[config.mk]
export PLATFORM = sky130hd
export DESIGN_NAME = oneshot_gen
export DESIGN_NICKNAME = d
export VERILOG_FILES = /design/src/rtl/oneshot_gen.sv
export SDC_FILE = /design/constraint.sdc
export NUM_CORES = 1
export LEC_CHECK = 0
export BUFFER_PORTS_ARGS = -buffer_cell sky130_fd_sc_hd__buf_2
export CORE_MARGIN = 3
export CORE_UTILIZATION = 35
export CTS_CLUSTER_DIAMETER = 100
export DETAILED_ROUTE_END_ITERATION = 16
export PLACE_DENSITY = 0.59
export SETUP_SLACK_MARGIN = 0.15
export SYNTH_ARGS = -nofsm -noshare
export SYNTH_HDL_FRONTEND = slang
export SYNTH_SLANG_ARGS = --single-unit
[constraint.sdc]
create_clock -name clk -period 2.9 [get_ports clk]
set_input_delay 0.145 -clock clk [delete_from_list [all_inputs] [get_ports clk]]
set_output_delay 0.145 -clock clk [all_outputs]
set_load 0.05 [all_outputs]
[src/rtl/oneshot_gen.sv]
module oneshot_gen #(
  parameter int FINE_W   = 6,
  parameter int COARSE_W = 16,
  parameter int INH      = 2,
  parameter int RECOV    = 1
) (
  input  logic                       clk,
  input  logic                       rst_n,
  input  logic                       trig,
  input  logic                       kill,
  input  logic                       coarse_only,
  input  logic [FINE_W+COARSE_W-1:0] width_code,
  output logic                       pulse_out,
  output logic                       pulse_out_n
);
  localparam int CODE_W = FINE_W + COARSE_W;
  localparam int IW     = $clog2(INH + 1);
  localparam int RW     = $clog2(RECOV + 1);

  logic                active, trig_q;
  logic [IW-1:0]       inh_left;
  logic [FINE_W-1:0]   fine_left, sub_left;
  logic [COARSE_W-1:0] coarse_left;
  logic [RW-1:0]       recov_left;

  wire trig_edge = trig & ~trig_q;

  always_ff @(posedge clk or negedge rst_n) begin
    if (!rst_n) begin
      active      <= 1'b0;
      trig_q      <= 1'b0;
      inh_left    <= '0;
      fine_left   <= '0;
      sub_left    <= '0;
      coarse_left <= '0;
      recov_left  <= '0;
    end else begin
      trig_q <= trig;
      if (kill) begin
        active     <= 1'b0;
        recov_left <= RW'(RECOV);
      end else if (active) begin
        if (inh_left != '0)
          inh_left <= inh_left - 1'b1;
        else if (fine_left != '0)
          fine_left <= fine_left - 1'b1;
        else if (coarse_left != '0) begin
          if (sub_left == '0) begin
            coarse_left <= coarse_left - 1'b1;
            sub_left    <= '1;
          end else
            sub_left <= sub_left - 1'b1;
        end else begin
          active     <= 1'b0;
          recov_left <= RW'(RECOV);
        end
      end else if (recov_left != '0)
        recov_left <= recov_left - 1'b1;
      else if (trig_edge) begin
        active      <= 1'b1;
        inh_left    <= IW'(INH - 1);
        fine_left   <= coarse_only ? '0 : width_code[FINE_W-1:0];
        coarse_left <= width_code[CODE_W-1:FINE_W];
        sub_left    <= '1;
      end
    end
  end

  assign pulse_out   = active;
  assign pulse_out_n = ~active;
endmodule

==> summary.md <==
| Metric | Value |
|---|---|
| Commonest cells in the synthesized netlist | `33 x dfrtp_1, 23 x nor2_1, 22 x nand2_1, 19 x nor3_1, 12 x inv_1` |
| # rows | `28` |
| Synthesized area | `2207 um2` |
| Max incr delay on CP | `0.62 ns` |
| Leak | `1.065 nW` |
| Net count after synthesis | `291` |
| Synth top area share | `0.3741` |
| Power Density | `781.2 nW/um2` |
| Final HPWL from detailed placement | `4044 um` |
| Vias | `2070` |
| Reg2reg path depth | `5` |
| Cell taking the most area after synthesis | `dfrtp_1` |
| WP depth | `7` |
| Status | `completed` |
| 1st-iter DRT viols | `112` |
| Ant. Diodes | `0` |
| CP startpoint kind | `primary input` |
| CORE AREA | `6026 um2` |
| Final Critical Period | `2.308 ns` |
| Worst skew pair latency | `0.29 ns` |
| Final WL | `5738 um` |
| Die ar. | `7295 um2` |
| CP arrival | `2.47 ns` |
| Mean Syn Cell Area | `8.555 um2` |
| Cells after synthesis | `258` |
| Total track usage | `0.1644` |
| Sequential fraction of design power | `0.439` |
| Critical Path RT | `3.07 ns` |
| Number of CTS-inserted buffers | `5` |
| Share of synthesized area spent on multiplexers | `0.01417` |
| I/O Buffers | `28` |
| Fillers | `611` |
| Worst-path clk slew | `0.07 ns` |
| Synth Area in Simple Gates | `0.2829` |
| Initial antenna violation count | `0` |
| Synth cell types | `55` |
| H-Tree Depth | `2` |
| Relative slew margins | `0.4824` |
| Top cells by area, synth | `dfrtp_1 37%, nor3_1 4.3%, nor2_1 3.9%` |
| Final Skew | `0.01747 ns` |
| Logic pwr share | `0.334` |
| Crit end category | `register` |
| Switching power | `786.5 uW` |
| Count leader, synth | `dfrtp_1` |
| Internal power | `1.238 mW` |
| Seq cells post-synth | `33` |
| Gr ovfl total | `0` |
| Synth-to-layout area growth | `17.40%` |
| Main combinational cell family by area after synthesis | `simple AND/OR/NAND/NOR gates` |
| Global-route wire length before repair | `9618 um` |
| Unrepaired setup endpoints after global routing | `false` |
| Vias in the first global route | `1957` |
| Io pins | `29` |
| EDFF count, synth | `0` |
| Min-delay worst type | `in -> reg` |
| Worst path bufs/invs | `2` |
| Final period util | `0.7959` |
| Root Buffer | `clkbuf_8` |
| Initial core utilization | `0.3663` |
| Routed Antenna Nets | `0` |
| Worst-Margin Slew | `0.7764 ns` |
| Vias/cell | `5.640` |
| CTS sink cnt | `33` |
| XOR/XNOR Fraction of Synth Area | `0` |
| Delay-heaviest family, CP | `compound AO/OA/AOI/OAI gates` |
| Final Hold Fails | `0` |
| Drt drc | `0` |
| Setup TNS | `0 ns` |
| DR WL/cell | `15.63 um` |
| Worst path cell trace | `dlygate4sd3_1, buf_2, or4b_4, a21o_1, a2111oi_1, nand3b_1, o211ai_1` |
| Hold depth | `3` |
| Synth Flop Type | `dfrtp_1` |
| Register area share after synthesis | `0.3741` |
| Max cap viols | `0` |
| Complex-gate fraction of the synthesized area | `0.2483` |
| Worst vdd ir | `0.0003343 V` |
| Synth Area in Adders | `0.03401` |
| Switching share of total power | `0.3885` |
| Die X | `85.41 um` |
| Placed cell areas | `2455 um2` |
| Max Slew Vio Count | `0` |
| # nets final | `324` |
| Critical-path top delay cell | `a2111oi_1` |
| Clock power share | `0.227` |
| Critical path fanouts, max | `6` |
| Asr flop ratio synth | `1.000` |
| Die Y | `85.41 um` |
| Final setup vio count | `0` |
| Max Freq | `0.4333 GHz` |
| Final Wtd Congestion | `0.8421` |
| Pin count of the biggest net entering global routing | `38` |
| Finished Cell Area | `2591 um2` |
| TritonRoute pass-1 iters | `4` |
| Syn. warnings | `0` |
| Ratio of cells with drive above 1 in the final layout | `0.1781` |
| Crit path kind | `in -> reg` |
| Clock tree from TritonCTS | `built` |
| Max Buffers Root-to-Sink | `2` |
[routing by layer]
layer,routed length [um],global-route usage
met5,0,0
met4,88,0.04604
met3,236,0.04466
met2,2478,0.2479
met1,2935,0.2312
[area by class of cell]
| type | count | area (um2) | share of cell area |
|---|---|---|---|
| sequential | 33 | 825.8 | 0.3187 |
| tap | 75 | 93.84 | 0.03621 |
| timing repair buffer | 39 | 227.7 | 0.08788 |
| clock inverter | 1 | 30.03 | 0.01159 |
| multi-input combinational | 199 | 1279 | 0.4935 |
| clock buffer | 7 | 86.33 | 0.03332 |
| inverter | 13 | 48.80 | 0.01883 |
[what timing repair did]
| action | in CTS | in global routing |
|---|---|---|
| gates resized for setup | 0 | 0 |
| hold buffers | 2 | 0 |
| endpoints found under the hold margin | 34 | 0 |
| buffers inserted | 0 | 0 |
[tightest hold or removal path, stage by stage]
cell and delay (ns):
buf_2 0.08, a21oi_1 0.05, o311ai_1 0.06
[through the flow]
| stage | hold slack, ns | setup WS (ns) | instances | power [mW] | utilization |
|---|---|---|---|---|---|
| 2_1_floorplan | -0.1506 | 0.4935 | 258 | 1.358 | - |
| 3_3_place_gp | 0.2730 | 0.5934 | 357 | 1.553 | 0.4074 |
| 3_5_place_dp | 0.2770 | 0.6268 | 357 | 1.565 | 0.4074 |
| 4_1_cts | 0.07379 | 0.5928 | 367 | 2.027 | 0.4300 |
| 5_1_grt | 0.08345 | 0.4461 | 367 | 2.181 | 0.4300 |
| 6_report | 0.07202 | 0.5919 | 367 | 2.024 | 0.4300 |
[cells in the final DEF, fill, tap and decap left out, types with 2 or more instances in the layout]
| cell type | n |
|---|---|
| nand2_1 | 22 |
| nand2b_1 | 4 |
| a211o_1 | 2 |
| nor2_1 | 23 |
| mux2i_1 | 2 |
| o211ai_1 | 4 |
| a211oi_1 | 11 |
| nand3_1 | 4 |
| and3_1 | 4 |
| nor3_1 | 19 |
| inv_1 | 12 |
| dlygate4sd3_1 | 2 |
| a21oi_2 | 3 |
| nand3b_1 | 4 |
| a21oi_1 | 8 |
| o22ai_1 | 10 |
| o21ai_0 | 8 |
| clkbuf_8 | 6 |
| and2_1 | 4 |
| a311oi_1 | 3 |
| a31o_1 | 2 |
| buf_4 | 9 |
| and4_1 | 6 |
| dfrtp_1 | 33 |
| ha_1 | 6 |
| or4_1 | 2 |
| or3_1 | 2 |
| nor4_1 | 5 |
| o31ai_1 | 3 |
| buf_2 | 28 |
| a22oi_1 | 3 |
| nand4_1 | 5 |
| a21o_1 | 2 |
| nor3b_1 | 2 |
| nor2b_1 | 3 |
| a31oi_1 | 3 |
[power by group through the flow]
stage / registers [mW] / clock network [mW] / logic (mW)
3_3_place_gp: 0.888 / 0 / 0.665
6_report: 0.889 / 0.459 / 0.676
4_1_cts: 0.883 / 0.465 / 0.679
2_1_floorplan: 0.829 / 0 / 0.528
5_1_grt: 0.923 / 0.490 / 0.768
3_5_place_dp: 0.890 / 0 / 0.675
[flip-flops by register name, indices dropped and copies added (netlist names)]
signal and cells:
coarse_left 16, recov_left 1, trig_q 1, inh_left 2, sub_left 6, fine_left 6, pulse_out 1
[path summary, 6_finish.rpt]
check	startpoint	endpoint	slack, ns
max in group asynchronous	rst_n	coarse_left[4]	1.93
worst max register to register	pulse_out	coarse_left[9]	0.61
min in group asynchronous	rst_n	inh_left[0]	0.46
worst min-delay path	width_code[13]	coarse_left[7]	0.07
worst max-delay path	trig	coarse_left[9]	0.59
worst min register to register	inh_left[1]	inh_left[1]	0.53
[logic make-up after synthesis]
family | count (synthesis)
simple gates | 114
mux | 3
compound gates | 76
buf+inv | 26
fa+ha+maj | 6
flops | 33
(Power assumes the default switching activity.)
